File: src/rtl/sc_conv_pkg.sv
package sc_conv_pkg;

   localparam int MIN_W = 3;
   localparam int MAX_W = 12;

   // Feedback tap mask (bit t-1 set for tap t) of a primitive polynomial;
   // the top bit is always part of the mask.
   function automatic logic [15:0] tap_mask(input int w);
      logic [15:0] m;
      case (w)
         3:       m = 16'h0006;
         4:       m = 16'h000C;
         5:       m = 16'h0014;
         6:       m = 16'h0030;
         7:       m = 16'h0060;
         8:       m = 16'h00B8;
         9:       m = 16'h0110;
         10:      m = 16'h0240;
         11:      m = 16'h0500;
         12:      m = 16'h0829;
         default: m = 16'h0000;
      endcase
      return m;
   endfunction

   // Start state of source idx; the extended sequence contains zero,
   // so any value is a legal seed.
   function automatic logic [15:0] seed_for(input int w, input int idx, input int step);
      int s;
      s = (1 + idx * step) % (1 << w);
      return 16'(s);
   endfunction

endpackage

File: src/rtl/sc_debruijn_lfsr.sv
module sc_debruijn_lfsr #(
   parameter int               WIDTH = 5,
   parameter logic [WIDTH-1:0] SEED  = '0
) (
   input  logic             clk,
   input  logic             rst_n,
   input  logic             load_i,
   output logic [WIDTH-1:0] state_o
);

   localparam logic [15:0]      MASK_FULL = sc_conv_pkg::tap_mask(WIDTH);
   localparam logic [WIDTH-1:0] MASK      = MASK_FULL[WIDTH-1:0];

   if (WIDTH < sc_conv_pkg::MIN_W || WIDTH > sc_conv_pkg::MAX_W) begin : g_bad_width
      $error("sc_debruijn_lfsr: WIDTH out of supported range");
   end

   logic [WIDTH-1:0] state_q;
   logic             lin_fb;
   logic             zero_fix;
   logic             fb;

   // Plain feedback, then the zero-state insertion: when all bits below
   // the top are zero the feedback is inverted, so 100..0 -> 000..0 -> 00..01.
   assign lin_fb   = ^(state_q & MASK);
   assign zero_fix = (state_q[WIDTH-2:0] == '0);
   assign fb       = lin_fb ^ zero_fix;

   always_ff @(posedge clk or negedge rst_n) begin
      if (!rst_n)      state_q <= SEED;
      else if (load_i) state_q <= SEED;
      else             state_q <= {state_q[WIDTH-2:0], fb};
   end

   assign state_o = state_q;

   // period 2^k with every word once, so the register never stalls
   a_r1_never_stalls: assert property (@(posedge clk) disable iff (!rst_n)
      !load_i |=> state_q != $past(state_q));

endmodule

File: src/rtl/sc_cmp_encoder.sv
module sc_cmp_encoder #(
   parameter int WIDTH = 5
) (
   input  logic [WIDTH-1:0] rnd_i,
   input  logic [WIDTH-1:0] value_i,
   output logic             bit_o
);

   // Strict less-than: value 0 never fires, value 2^k-1 misses one word.
   assign bit_o = (rnd_i < value_i);

endmodule

File: src/rtl/sc_frame_counter.sv
module sc_frame_counter #(
   parameter int WIDTH = 5
) (
   input  logic           clk,
   input  logic           rst_n,
   input  logic           start_i,
   input  logic           bit_i,
   output logic [WIDTH:0] count_o,
   output logic           done_o
);

   localparam int           FRAME_LEN = 1 << WIDTH;
   localparam logic [WIDTH:0] FRAME   = (WIDTH+1)'(FRAME_LEN);

   logic           running_q;
   logic [WIDTH:0] cyc_q;
   logic [WIDTH:0] ones_q;
   logic [WIDTH:0] ones_n;
   logic [WIDTH:0] cyc_n;
   logic [WIDTH:0] count_q;
   logic           done_q;

   assign ones_n = ones_q + {{WIDTH{1'b0}}, bit_i};
   assign cyc_n  = cyc_q + 1'b1;

   always_ff @(posedge clk or negedge rst_n) begin
      if (!rst_n) begin
         running_q <= 1'b0;
         cyc_q     <= '0;
         ones_q    <= '0;
         count_q   <= '0;
         done_q    <= 1'b0;
      end else if (start_i) begin
         running_q <= 1'b1;
         cyc_q     <= '0;
         ones_q    <= '0;
         done_q    <= 1'b0;
      end else if (running_q) begin
         ones_q <= ones_n;
         cyc_q  <= cyc_n;
         if (cyc_n == FRAME) begin
            count_q   <= ones_n;
            done_q    <= 1'b1;
            running_q <= 1'b0;
         end else begin
            done_q <= 1'b0;
         end
      end else begin
         done_q <= 1'b0;
      end
   end

   assign count_o = count_q;
   assign done_o  = done_q;

   // done is a single-cycle pulse
   a_r5_done_pulse: assert property (@(posedge clk) disable iff (!rst_n)
      done_q |=> !done_q);

   // a frame can never report more than 2^k ones
   a_r4_count_bound: assert property (@(posedge clk) disable iff (!rst_n)
      count_q <= FRAME);

   // a start always suppresses done in the following cycle
   a_r10_start_clears: assert property (@(posedge clk) disable iff (!rst_n)
      start_i |=> !done_q);

   // the reported count only moves together with done
   a_r11_count_holds: assert property (@(posedge clk) disable iff (!rst_n)
      !done_q |-> $stable(count_q) || $past(start_i) || $past(running_q));

endmodule

File: src/rtl/sc_converter_pair.sv
module sc_converter_pair #(
   parameter int WIDTH     = 5,
   parameter int NUM_ENC   = 2,
   parameter int SEED_STEP = 11
) (
   input  logic                     clk,
   input  logic                     rst_n,
   input  logic                     start_i,
   input  logic                     share_i,
   input  logic [NUM_ENC*WIDTH-1:0] value_i,
   output logic [NUM_ENC-1:0]       stream_o,
   input  logic                     stream_i,
   output logic [WIDTH:0]           count_o,
   output logic                     done_o
);

   if (WIDTH < sc_conv_pkg::MIN_W || WIDTH > sc_conv_pkg::MAX_W) begin : g_bad_width
      $error("sc_converter_pair: WIDTH out of supported range");
   end
   if (NUM_ENC < 1) begin : g_bad_count
      $error("sc_converter_pair: NUM_ENC must be at least 1");
   end
   if (SEED_STEP % 2 == 0) begin : g_bad_step
      $error("sc_converter_pair: SEED_STEP must be odd so seeds stay distinct");
   end

   logic [WIDTH-1:0] rnd   [NUM_ENC];
   logic [WIDTH-1:0] rnd_u [NUM_ENC];
   logic [WIDTH-1:0] val   [NUM_ENC];

   for (genvar j = 0; j < NUM_ENC; j++) begin : g_enc
      localparam logic [15:0] SEED_FULL = sc_conv_pkg::seed_for(WIDTH, j, SEED_STEP);

      sc_debruijn_lfsr #(
         .WIDTH (WIDTH),
         .SEED  (SEED_FULL[WIDTH-1:0])
      ) u_src (
         .clk     (clk),
         .rst_n   (rst_n),
         .load_i  (start_i),
         .state_o (rnd[j])
      );

      assign val[j]   = value_i[j*WIDTH +: WIDTH];
      assign rnd_u[j] = share_i ? rnd[0] : rnd[j];

      sc_cmp_encoder #(
         .WIDTH (WIDTH)
      ) u_cmp (
         .rnd_i   (rnd_u[j]),
         .value_i (val[j]),
         .bit_o   (stream_o[j])
      );

      // a zero input never produces a 1
      a_r2_zero_silent: assert property (@(posedge clk) disable iff (!rst_n)
         (val[j] == '0) |-> !stream_o[j]);
   end

   for (genvar j = 0; j + 1 < NUM_ENC; j++) begin : g_order
      // shared source gives nested streams
      a_r7_shared_up: assert property (@(posedge clk) disable iff (!rst_n)
         share_i && (val[j] <= val[j+1]) && stream_o[j] |-> stream_o[j+1]);
      a_r7_shared_down: assert property (@(posedge clk) disable iff (!rst_n)
         share_i && (val[j+1] <= val[j]) && stream_o[j+1] |-> stream_o[j]);
   end

   sc_frame_counter #(
      .WIDTH (WIDTH)
   ) u_count (
      .clk     (clk),
      .rst_n   (rst_n),
      .start_i (start_i),
      .bit_i   (stream_i),
      .count_o (count_o),
      .done_o  (done_o)
   );

endmodule

File: config.mk
export PLATFORM = sky130hd
export DESIGN_NAME = sc_converter_pair
export DESIGN_NICKNAME = d
export VERILOG_FILES = /design/src/rtl/sc_conv_pkg.sv /design/src/rtl/sc_debruijn_lfsr.sv /design/src/rtl/sc_cmp_encoder.sv /design/src/rtl/sc_frame_counter.sv /design/src/rtl/sc_converter_pair.sv
export SDC_FILE = /design/constraint.sdc
export NUM_CORES = 1
export LEC_CHECK = 0
export BUFFER_PORTS_ARGS = -buffer_cell sky130_fd_sc_hd__buf_2
export CAP_MARGIN = 10
export CORE_MARGIN = 2
export CORE_UTILIZATION = 30
export DETAILED_ROUTE_END_ITERATION = 12
export PLACE_DENSITY = 0.51
export RECOVER_POWER = 100
export SLEW_MARGIN = 20
export SYNTH_ARGS = -nofsm -noshare
export SYNTH_HDL_FRONTEND = slang
export SYNTH_SLANG_ARGS = --single-unit
File: constraint.sdc
create_clock -name clk -period 2.6 [get_ports clk]
set_input_delay 0.52 -clock clk [delete_from_list [all_inputs] [get_ports clk]]
set_output_delay 0.52 -clock clk [all_outputs]
set_load 0.005 [all_outputs]
---- Yosys cells after proc, flatten, opt, wreduce, memory -nomap -nowiden ----
Cells that the tools add are included.
storage, ports and cells
  bits in registers ....................... 30
  latch bits .............................. 0
  memory bits (writable) .................. 0
  ROM bits ................................ 0
  input port bits ......................... 15
  output and inout bits ................... 9
  word-level logic and storage cells ...... 34
  memories kept ........................... 0
cells by class
  $add $sub $neg .......................... 2
  multipliers ............................. 0
  divide/modulo/power cells ............... 0
  magnitude comparators ................... 2
  equality and inequality tests ........... 1
  shifts and indexed selects .............. 0
  mux-type cells .......................... 13
  bitwise gates (word level) .............. 3
  reductions and logical operators ........ 6
operators by type and width
  operator                                                        count
  6-bit two-way mux                                               4
  5-bit two-way mux                                               3
  5-bit less-than comparator                                      2
  5-bit parity                                                    2
  4-bit logical NOT                                               2
  6-bit by 1-bit adder with 6-bit output                          1
  6-bit by 1-bit adder with 6-bit output (second input constant)  1
  6-bit == test (second input constant)                           1
  1-bit two-way mux                                               6
  3-bit AND reduction                                             1
  2-bit nonzero test                                              1
  1-bit XOR                                                       2
  1-bit NOT                                                       1

---- Longest topological paths before layout ----
Gate-level depths: netlist of run 1.
  depth after elaboration ................. 5
  gate-level depth with buffers ........... 7
  depth with buffers taken out ............ 6

---- By module ----
Synthesis of run 1 repeated with hierarchy kept, for this count alone.
second synthesis, totals
  cell total of the unflattened synthesis .. 149
  area total of the unflattened synthesis .. 1664.1 sq um
modules (own cells, without submodules)
  module                              instances  cells each  area each (sq um)  seq. area each (sq um)
  sc_frame_counter                    1          88          1026.0             500.5
  sc_cmp_encoder                      2          15          110.1              0.0
  sc_debruijn_lfsr at g_enc[1].u_src  1          13          186.4              127.6
  sc_debruijn_lfsr at g_enc[0].u_src  1          13          175.2              126.4
  sc_converter_pair                   1          5           56.3               0.0

---- Least setup slack after synthesis of run 1 ----
Ideal clock, no wire load.
  path kind ............................... input -> output
  start ................................... in share_i
  end ..................................... out stream_o[1]
  arrival time ............................ 1.567 ns
  required time ........................... 2.080 ns
  path slack .............................. 0.513 ns
  cell stages on the path ................. 6
  buffers on the path ..................... 1
  cell sequence ........................... mux2_2 ha_1 a21o_1 a21oi_1 o21a_1 buf_4
on the way
  word-level cells in the longest chain between the ends .. 2
ends and longest elaborated chain
  item                        line                     source
  from (decl)                 sc_converter_pair.sv:9   input logic share_i,
  5-bit two-way mux           sc_converter_pair.sv:45  assign rnd_u[j] = share_i ? rnd[0] : rnd[j];
  5-bit less-than comparator  sc_cmp_encoder.sv:10     assign bit_o = (rnd_i < value_i);
  to (decl)                   sc_converter_pair.sv:11  output logic [NUM_ENC-1:0] stream_o,
Every way passes these cells.

---- Worst setup path in the final report of run 1 ----
Ends and elaborated chain as after synthesis.

==> results.txt, run 1 <==
----------------------------------------------------
[Outcome]
  Status ... finished with violations
  Violated checks ... capacitance limit, slew limit

[Routing]
  Total Routed Length ... 2.75 mm
  Detailed-router iteration count before antenna repair ... 4
  Detail-routed net length per standard cell ... 11.4 um
  Detailed-route via count ... 1063
  DR vias/cell ... 4.39
  1st-iter DRT viols ... 60
  Drt drc ... 0
  Count of nets left with antenna violations after detail routing ... 0

[Timing]
  Share of the clock period used by the worst path after layout ... 0.885
  Count of final max-slew check failures ... 31
  RSZ-0062 raised after global routing ... false
  Final total negative setup slack ... 0 ps
  Crit path time final ... 2300 ps
  Worst-case clock skew ... a little under 9 ps
  Final setup violation count ... 0
  Slew HR ... -0.0619
  Hold Vio Cnt, Final ... 0
  Highest clock frequency the design can meet ... roughly 430 MHz
  Actual slew at the worst max-slew pin ... 1590 ps

[Die]
  DIE AREA ... 6040 sq um
  Horiz. Die Dim ... 77.7 um
  Starting Density ... 0.315
  Area of the core ... 5170 sq um
  Top Ports ... 24
  FP Rows ... 26
  Vertical die dimension ... 77.7 um

[Job]
  Number of maximum-capacitance violations ... 1

[Global routing]
  Congestion Overflow GR ... 0
  First-pass GRT wire length ... 4.97 mm
  Routing usage on met3 ... 0.0372
  Number of antenna violations at the first check in global routing ... 0
  Met2 GRT Util ... 0.159
  Vias in the first global route ... 1086
  Largest net degree at the start of global routing ... 31
  Most Crowded Layer GR ... met2
  Total routing usage reported by global routing ... 0.105
  GR met1 Demand/Resource ... 0.135

[Synth]
  Share of Yosys cell area claimed by the top area cell type ... 0.414
  Main area contributors after synthesis ... sky130_fd_sc_hd__dfrtp_1 (41%), sky130_fd_sc_hd__ha_1 (9.2%), sky130_fd_sc_hd__xor2_1 (5.9%)
  Count of warnings emitted by yosys ... 0
  Most used flip-flop cell after synthesis ... sky130_fd_sc_hd__dfrtp_1
  Number of enable-type register cells in the synthesized netlist ... 0
  Flop and latch count out of synthesis ... 30
  Post-synth top area cell ... sky130_fd_sc_hd__dfrtp_1
  Most frequent cell after synthesis ... sky130_fd_sc_hd__dfrtp_1
  Commonest cells in the synthesized netlist ... sky130_fd_sc_hd__dfrtp_1 (27), sky130_fd_sc_hd__nor2_1 (15), sky130_fd_sc_hd__ha_1 (12)
  Mapped Nets ... 176
  Yosys cell types ... 35
  Sequential element share of the synthesized area ... 0.463
  Mapped Avg Cell Area ... 10.9 sq um
  Synthesized instance count ... 149
  Post-synthesis instance area ... 1630 sq um
  Share of flip-flops with an asynchronous set or reset ... 1.00

[Clock network]
  Resized cells post-CTS ... 0
  Clock tree root buffer cell ... sky130_fd_sc_hd__clkbuf_8
  Register clock-pin slew on the reported worst setup and hold paths ... approximately 70 ps
  Number of H-tree levels ... 2
  Hold buffer count at CTS ... 0
  Skew-Pair Late Insertion Delay ... 280 ps
  Post-CTS Setup Inserts ... 0
  Max Root-Sink Buffers ... 2
  Total CTS buffers ... 5
  Sinks on the clock net ... 30
  CTS tree ... yes

[Placed design]
  Last weighted congestion value of the routability-driven placer ... a little under 0.8
  Standard cell area after detailed placement ... 1790 sq um
  Quantity of I/O buffers inserted on ports ... 23
  DP Wirelength ... 2.00 mm

[Critical path]
  Maximum net fanout on the critical path ... 5
  Most prevalent standard cell on the critical path ... sky130_fd_sc_hd__buf_2
  Slowest stage delay, CP ... 350 ps
  Critical Path, Cell by Cell ... buf_2 -> mux2_2 -> ha_1 -> a21o_1 -> a21oi_1 -> o21a_1 -> buf_2
  Critical path type ... input pin to output pin
  Nature of the critical path startpoint ... input pin
  CP delay by family, top ... compound AO/OA/AOI/OAI gates
  Crit path DAT ... 1780 ps
  Required arrival time at the worst endpoint ... 2080 ps
  Type of element capturing the critical path ... output pin
  Library cell contributing the largest single delay on the critical path ... sky130_fd_sc_hd__mux2_2
  Number of buffers and inverters on the critical path ... 2

[Final layout]
  Post-route design area ... 1900 sq um
  Area occupied by registers ... between 700 and 800 sq um
  Count of fill cells added during filler insertion ... 533
  Area added between synthesis and finish ... 16.8%
  Final design utilization ... 0.368
  Fraction of layout cells with a size suffix above 1 ... 0.227
  Post-layout net count ... about 200
  Count of inserted antenna diode cells ... 0
  Area used by multi-input combinational logic ... 773 sq um

[Power]
  Flop pwr share ... 0.426
  Pwr Density ... 625 nW/um^2
  Portion of total power attributed to the clock network ... 0.489
  Logic pwr share ... 0.085
  Leak ... between 0.9 and 1 nW
  Switching part of the total ... 0.203
  Internal Power ... 948 uW
  Switching power of the nets ... ~240 uW
  Max rail drop VDD ... 221 uV

[Min path]
  Worst hold path type ... flip-flop to flip-flop

----------------------------------------------------
## registers in the layout, indices dropped and copies added, names as in the netlist
register and flops:
u_count.count_o 6, g_enc.u_src.state_o 10, u_count.done_o 1, u_count.cyc_q 6, u_count.running_q 1, u_count.ones_q 6
## final cells by class
type                       count  area share
timing repair buffer          23      0.0572
clock buffer                   6      0.0434
tap                           70      0.0460
multi-input combinational    101       0.406
inverter                      10      0.0197
clock inverter                 2      0.0315
sequential                    30       0.396
## layout by cell type, fill, tap and decap left out, types with 5 or more instances in the layout
master	netlist	layout
sky130_fd_sc_hd__dfrtp_1	27	27
sky130_fd_sc_hd__xnor2_1	5	5
sky130_fd_sc_hd__nand2_1	6	6
sky130_fd_sc_hd__clkbuf_1	3	5
sky130_fd_sc_hd__nor2_1	15	15
sky130_fd_sc_hd__nor2b_1	7	7
sky130_fd_sc_hd__buf_2	1	17
sky130_fd_sc_hd__xor2_1	11	11
sky130_fd_sc_hd__ha_1	12	12
sky130_fd_sc_hd__mux2_1	0	5
sky130_fd_sc_hd__clkbuf_8	0	6
sky130_fd_sc_hd__inv_1	10	10
sky130_fd_sc_hd__mux2i_1	5	5
## worst register-to-register path, stage by stage (launching register included)
cell and delay [ps]:
sky130_fd_sc_hd__dfrtp_1 420, sky130_fd_sc_hd__ha_1 250, sky130_fd_sc_hd__nor3_1 230, sky130_fd_sc_hd__o221ai_2 120, sky130_fd_sc_hd__or3b_1 540, sky130_fd_sc_hd__mux2_1 370
## logic make-up (layout without fill, tap and decap cells)
logic type | after synthesis | count (layout) | synth area share
AOI/OAI and AO/OA | 11 | 11 | 0.0491
xor gates and xnor gates | 16 | 16 | 0.0860
adders and majority gates | 12 | 12 | 0.0921
buffers and inverters | 18 | 41 | 0.0514
DFF | 30 | 30 | 0.463
muxes | 14 | 14 | 0.104
and+or+nand+nor | 48 | 48 | 0.154
## per-layer routing
metal  vias up  routed length [um]
li1        538                   -
met1       500                1320
met2        18                1260
met3         7                 121
met4         0                  53
met5         -                   0
## stage by stage
stage | power [mW] | std cells | hold WS [ps] | setup WS [ps]
floorplan | 0.582 | 149 | 224 | 513
global placement | 0.615 | 234 | 488 | 327
detailed placement | 0.621 | 234 | 493 | 278
CTS | 1.21 | 242 | 296 | 281
global route | 1.25 | 242 | 520 | 222
finish | 1.19 | 242 | 494 | 299
## power groups by stage
stage / clock, mW / combinational [mW] / sequential [mW]
finish: 0.582 / 0.101 / 0.506
global route: 0.625 / 0.119 / 0.510
CTS: 0.599 / 0.106 / 0.507
detailed placement: 0 / 0.106 / 0.515
global placement: 0 / 0.0998 / 0.515
floorplan: 0 / 0.0733 / 0.509
## final timing paths
check | from | endpoint | slack [ps] | cells past startpoint
max reg2reg | u_count.cyc_q[0] | u_count.count_o[1] | 550 | 5
min | u_count.count_o[5] | u_count.count_o[5] | 490 | 1
min in group asynchronous | rst_n | u_count.cyc_q[0] | 630 | 1
min reg2reg | u_count.count_o[5] | u_count.count_o[5] | 490 | 1
max in group asynchronous | rst_n | u_count.count_o[1] | 1040 | 1
max | share_i | stream_o[1] | 300 | 7
No activity file was read; power rests on OpenSTA's default activity.
==> inputs of run 2 (changes only) <==
- CORE_MARGIN: 2 -> default
- CTS_CLUSTER_SIZE: default -> 40
==> run 2 against run 1 <==
Compared with the run above:
- the run still ends with capacitance limit, slew limit left
- clock power is 21% lower
- fmax is 0.35% higher
- first-iteration DRC count is 1.7% lower
- die area is 5.1% lower
- clock-buffer cell count is 1 lower
- critical path depth stayed put
- utilization is 0.65 points lower
- non-clock buffer count is 1 higher
- clock skew is 1.1 ps lower
- global-route usage is 1.4 points higher
- sequential share of layout area is 0.72 points higher
- critical path type unchanged
==> results.txt, run 2 (synthesis results as in run 1) <==
----------------------------------------------------
[Placed design]
  DP Wirelength ... 2.12 mm
  Last weighted congestion value of the routability-driven placer ... roughly 0.79
  Quantity of I/O buffers inserted on ports ... 23

[Final layout]
  Top library cells by usage in the layout, fill and taps aside ... sky130_fd_sc_hd__dfrtp_1 (27), sky130_fd_sc_hd__nor2_1 (15), sky130_fd_sc_hd__buf_2 (15), sky130_fd_sc_hd__ha_1 (12), sky130_fd_sc_hd__xor2_1 (11)
  Most frequent standard cell in the layout excluding fill and tap cells ... sky130_fd_sc_hd__dfrtp_1
  Fraction of layout cells with a size suffix above 1 ... 0.208
  Max FFs per register ... 10
  Area added between synthesis and finish ... 14.7%
  Final design utilization ... 0.362
  Post-layout net count ... 199
  Count of inserted antenna diode cells ... 0

[Global routing]
  Total routing usage reported by global routing ... 0.120
  Vias in the first global route ... 1067
  Largest net degree at the start of global routing ... 31
  Congestion Overflow GR ... 0
  Number of antenna violations at the first check in global routing ... 0
  First-pass GRT wire length ... 4.93 mm

[Die]
  Starting Density ... 0.315
  Area of the core ... 5170 sq um
  Top Ports ... 24
  FP Rows ... 26
  DIE AREA ... 5730 sq um
  Horiz. Die Dim ... 75.7 um
  Vertical die dimension ... approximately 76 um

[Min path]
  Worst hold path type ... flip-flop to flip-flop

[Clock network]
  Register clock-pin slew on the reported worst setup and hold paths ... 60 ps
  Resized cells post-CTS ... 0
  Skew-Pair Late Insertion Delay ... 280 ps
  Hold buffer count at CTS ... 0
  Total CTS buffers ... 5
  Post-CTS Setup Inserts ... 0
  Sinks on the clock net ... 30
  CTS tree ... yes
  Clock tree root buffer cell ... sky130_fd_sc_hd__clkbuf_8
  Number of H-tree levels ... 2
  Max Root-Sink Buffers ... 2

[Timing]
  Final total negative setup slack ... 0 ps
  Actual slew at the worst max-slew pin ... ~1600 ps
  Count of final max-slew check failures ... 31
  Share of the clock period used by the worst path after layout ... 0.882
  Worst-case clock skew ... approximately 7.6 ps
  Slew HR ... -0.0558
  Final setup violation count ... 0
  RSZ-0062 raised after global routing ... false
  Hold Vio Cnt, Final ... 0
  Highest clock frequency the design can meet ... 436 MHz
  Crit path time final ... around 2300 ps

[Critical path]
  Worst R2R Start ... u_count.cyc_q[0]
  Maximum net fanout on the critical path ... 5
  Nature of the critical path startpoint ... input pin
  Crit path DAT ... 1770 ps
  Path depth of the worst reg2reg path ... 5
  Critical path destination ... stream_o[1]
  Register-to-Register Setup Slack ... 520 ps
  Worst setup path startpoint ... share_i
  Type of element capturing the critical path ... output pin
  Critical path type ... input pin to output pin
  Critical R2R Capture ... u_count.count_o[2]
  Required arrival time at the worst endpoint ... 2080 ps

[Routing]
  1st-iter DRT viols ... 59
  Detailed-router iteration count before antenna repair ... 4
  Drt drc ... 0
  DR vias/cell ... between 4 and 5
  Detail-routed net length per standard cell ... 12.0 um
  Detailed-route via count ... 1091
  Total Routed Length ... 2.90 mm
  Count of nets left with antenna violations after detail routing ... 0

[Job]
  Number of maximum-capacitance violations ... 1

[Outcome]
  Violated checks ... capacitance limit, slew limit
  Status ... finished with violations

[Power]
  Leak ... 0.971 nW
  Max rail drop VDD ... 142 uV
  Pwr Density ... 571 nW/um^2

----------------------------------------------------
## run 2: cell types whose count changed in the layout (fill, tap and decap cells not counted)
cell	before	now
sky130_fd_sc_hd__clkinv_2	0	2
sky130_fd_sc_hd__bufinv_16	2	1
sky130_fd_sc_hd__buf_2	17	15
sky130_fd_sc_hd__clkbuf_8	6	5
sky130_fd_sc_hd__clkbuf_1	5	9
sky130_fd_sc_hd__clkbuf_2	1	0
## run 2: power breakdown
part | switching, mW | total [mW] | internal (mW)
clock | 0.179 | 0.460 | 0.282
combinational | 0.0515 | 0.102 | 0.0506
sequential | 0.0182 | 0.507 | 0.488
total | 0.248 | 1.07 | 0.820
## run 2: how the worst min path moves through the flow
stage	cells after the start	end	startpoint
CTS	1	u_count.count_o[3]	rst_n
global placement	1	u_count.count_o[0]	u_count.count_o[0]
floorplan	0	g_enc[0].u_src.state_o[1]	rst_n
global route	1	u_count.count_o[1]	u_count.count_o[1]
detailed placement	1	u_count.count_o[1]	u_count.count_o[1]
finish	1	u_count.count_o[1]	u_count.count_o[1]
## run 2: layer usage
layer  global-route usage  routed length [um]
met1                0.143                1340
met2                0.187                1370
met3               0.0437                 106
met4               0.0679                  89
met5                    0                   0
## run 2: layout make-up
| type | count | area (sq um) |
|---|---|---|
| Clock buffer | 5 | 68.8 |
| Clock inverter | 3 | 40.0 |
| Fill cell | 540 | 3300 |
| Inverter | 10 | 37.5 |
| Multi-Input combinational cell | 101 | 773 |
| Sequential cell | 30 | 754 |
| Tap cell | 70 | 87.6 |
| Timing Repair Buffer | 24 | 109 |
## run 2: per-stage QoR
step	total power, mW	hold WS [ps]	worst slack, ps	area, sq um	instances
6_report	1.07	493	307	1870	243
5_1_grt	1.13	517	214	1870	243
4_1_cts	1.09	283	295	1900	243
3_5_place_dp	0.622	489	295	1790	235
3_3_place_gp	0.616	487	329	1790	235
2_1_floorplan	0.582	224	513	1630	149
## run 2: critical path, stage by stage
cell	delay, ps
sky130_fd_sc_hd__buf_2	150
sky130_fd_sc_hd__mux2_2	350
sky130_fd_sc_hd__ha_1	260
sky130_fd_sc_hd__a21o_1	150
sky130_fd_sc_hd__a21oi_1	130
sky130_fd_sc_hd__o21a_1	110
sky130_fd_sc_hd__buf_2	100
==> inputs of run 3 (changes only) <==
- REMOVE_ABC_BUFFERS: default -> 1
==> run 3 against run 2 <==
Compared with the run above:
- the flow still finishes with violations (capacitance limit, slew limit)
- clock skew shrank 1.7 ps
- combinational power is essentially flat
- final cell count shrank 0.41%
- via count shrank 0.37%
- sequential share of layout area grew 0.49 points
- sequential power is essentially flat
- power shrank 7.4%
- clock-buffer cell count grew 2
- routed wire length grew 1.7%
- critical path depth is the same
==> results.txt, run 3 (synthesis results as in run 1) <==
----------------------------------------------------
[Outcome]
  Violated checks ... capacitance limit, slew limit
  Status ... finished with violations

[Die]
  FP Rows ... 26
  Area of the core ... between 5000 and 6000 sq um
  Starting Density ... 0.315
  Vertical die dimension ... 75.7 um
  Top Ports ... 24
  DIE AREA ... 5730 sq um
  Horiz. Die Dim ... 75.7 um

[Timing]
  Highest clock frequency the design can meet ... approximately 420 MHz
  Share of the clock period used by the worst path after layout ... 0.905
  Final total negative setup slack ... 0 ps
  Slew HR ... -0.0770
  Hold Vio Cnt, Final ... 0
  RSZ-0062 raised after global routing ... false
  Actual slew at the worst max-slew pin ... between 1500 and 2000 ps
  Final setup violation count ... 0
  Worst-case clock skew ... 5.98 ps
  Crit path time final ... 2350 ps
  Setup slack after layout ... around 250 ps
  Final hold slack ... ~490 ps
  Count of final max-slew check failures ... 31

[Final layout]
  Top library cells by usage in the layout, fill and taps aside ... sky130_fd_sc_hd__dfrtp_1 (27), sky130_fd_sc_hd__nor2_1 (15), sky130_fd_sc_hd__buf_2 (14), sky130_fd_sc_hd__ha_1 (12), sky130_fd_sc_hd__xor2_1 (11)
  Area added between synthesis and finish ... 13.4%
  Most frequent standard cell in the layout excluding fill and tap cells ... sky130_fd_sc_hd__dfrtp_1
  Fraction of layout cells with a size suffix above 1 ... 0.198
  Post-route design area ... between 1500 and 2000 sq um
  Post-layout net count ... 198
  Non-filler instance count after layout ... between 200 and 250
  Count of fill cells added during filler insertion ... 524
  Final design utilization ... 0.357
  Count of inserted antenna diode cells ... 0
  Max FFs per register ... 10

[Global routing]
  Routing usage on met3 ... 0.0516
  Congestion Overflow GR ... 0
  Largest net degree at the start of global routing ... 31
  Total routing usage reported by global routing ... 0.118
  Most Crowded Layer GR ... met2
  GR met1 Demand/Resource ... 0.128
  Vias in the first global route ... roughly 1100
  First-pass GRT wire length ... 4.80 mm
  Met2 GRT Util ... 0.204
  Number of antenna violations at the first check in global routing ... 0

[Routing]
  DR vias/cell ... 4.49
  Count of nets left with antenna violations after detail routing ... 0
  1st-iter DRT viols ... 33
  Detailed-route via count ... ~1100
  Detailed-router iteration count before antenna repair ... 4
  Detail-routed net length per standard cell ... roughly 12 um
  Drt drc ... 0
  Total Routed Length ... 2.95 mm

[Clock network]
  Hold buffer count at CTS ... 0
  Skew-Pair Late Insertion Delay ... 280 ps
  CTS tree ... yes
  Total CTS buffers ... 5
  Number of H-tree levels ... 2
  Clock tree root buffer cell ... sky130_fd_sc_hd__clkbuf_8
  Post-CTS Setup Inserts ... 0
  Resized cells post-CTS ... 0
  Register clock-pin slew on the reported worst setup and hold paths ... 60 ps
  Sinks on the clock net ... 30
  Max Root-Sink Buffers ... 2

[Critical path]
  Library cell contributing the largest single delay on the critical path ... sky130_fd_sc_hd__mux2_2
  Maximum net fanout on the critical path ... 5
  Nature of the critical path startpoint ... input pin
  Critical Path, Cell by Cell ... buf_2 -> mux2_2 -> ha_1 -> a21o_1 -> a21oi_1 -> o21a_1 -> buf_2
  Most prevalent standard cell on the critical path ... sky130_fd_sc_hd__buf_2
  Crit path DAT ... about 1800 ps
  Number of buffers and inverters on the critical path ... 2
  Slowest stage delay, CP ... 350 ps
  Critical path type ... input pin to output pin
  Type of element capturing the critical path ... output pin
  Required arrival time at the worst endpoint ... 2080 ps
  CP delay by family, top ... compound AO/OA/AOI/OAI gates

[Placed design]
  Standard cell area after detailed placement ... 1790 sq um
  Worst setup slack after placement ... roughly 230 ps
  Quantity of I/O buffers inserted on ports ... 23
  Total instance count after detailed placement ... 234
  DP Wirelength ... 2.14 mm
  Last weighted congestion value of the routability-driven placer ... 0.727

[Min path]
  Worst hold path type ... flip-flop to flip-flop

[Power]
  Max rail drop VDD ... 251 uV
  Leak ... roughly 0.96 nW
  Pwr Density ... 535 nW/um^2
  PnR Total Power ... 989 uW

[Job]
  Number of maximum-capacitance violations ... 1

----------------------------------------------------
-- run 3: where the power goes --
group	switching, mW	internal [mW]	leakage (nW)
logic	0.0533	0.0508	0.519
clock network	0.165	0.213	0.0482
registers	0.0186	0.489	0.388
total	0.237	0.752	0.955
-- run 3: layer usage --
layer,vias to the layer above,wire length [um]
li1,534,-
met1,525,1360
met2,24,1420
met3,4,137
met4,0,42
met5,-,0
-- run 3: area by class of cell --
class / instances / area, sq um / share of cell area
clock buffers: 7 / 86.3 / 0.0467
clock inverters: 1 / 5.00 / 0.00271
inverters: 10 / 37.5 / 0.0203
multi-input cells: 101 / 773 / 0.418
flip-flops and latches: 30 / 754 / 0.408
well taps: 70 / 87.6 / 0.0474
repair buffers: 23 / 104 / 0.0562
-- run 3: worst register-to-register path, stage by stage, from the launching register on --
cell and delay [ps]:
sky130_fd_sc_hd__dfrtp_1 420, sky130_fd_sc_hd__ha_1 260, sky130_fd_sc_hd__nor3_1 220, sky130_fd_sc_hd__o221ai_2 130
sky130_fd_sc_hd__or3b_1 550, sky130_fd_sc_hd__mux2_1 370
-- run 3: path summary, 6_finish.rpt --
check                                        start            endpoint  slack, ps  depth (start not counted)
worst min-delay path            u_count.count_o[1]  u_count.count_o[1]        490                          1
min in group asynchronous                    rst_n  u_count.count_o[4]        640                          1
max in group asynchronous                    rst_n    u_count.cyc_q[4]       1020                          1
worst min register to register  u_count.count_o[1]  u_count.count_o[1]        490                          1
worst max register to register    u_count.cyc_q[0]  u_count.count_o[5]        540                          5
worst max-delay path                       share_i         stream_o[1]        250                          7
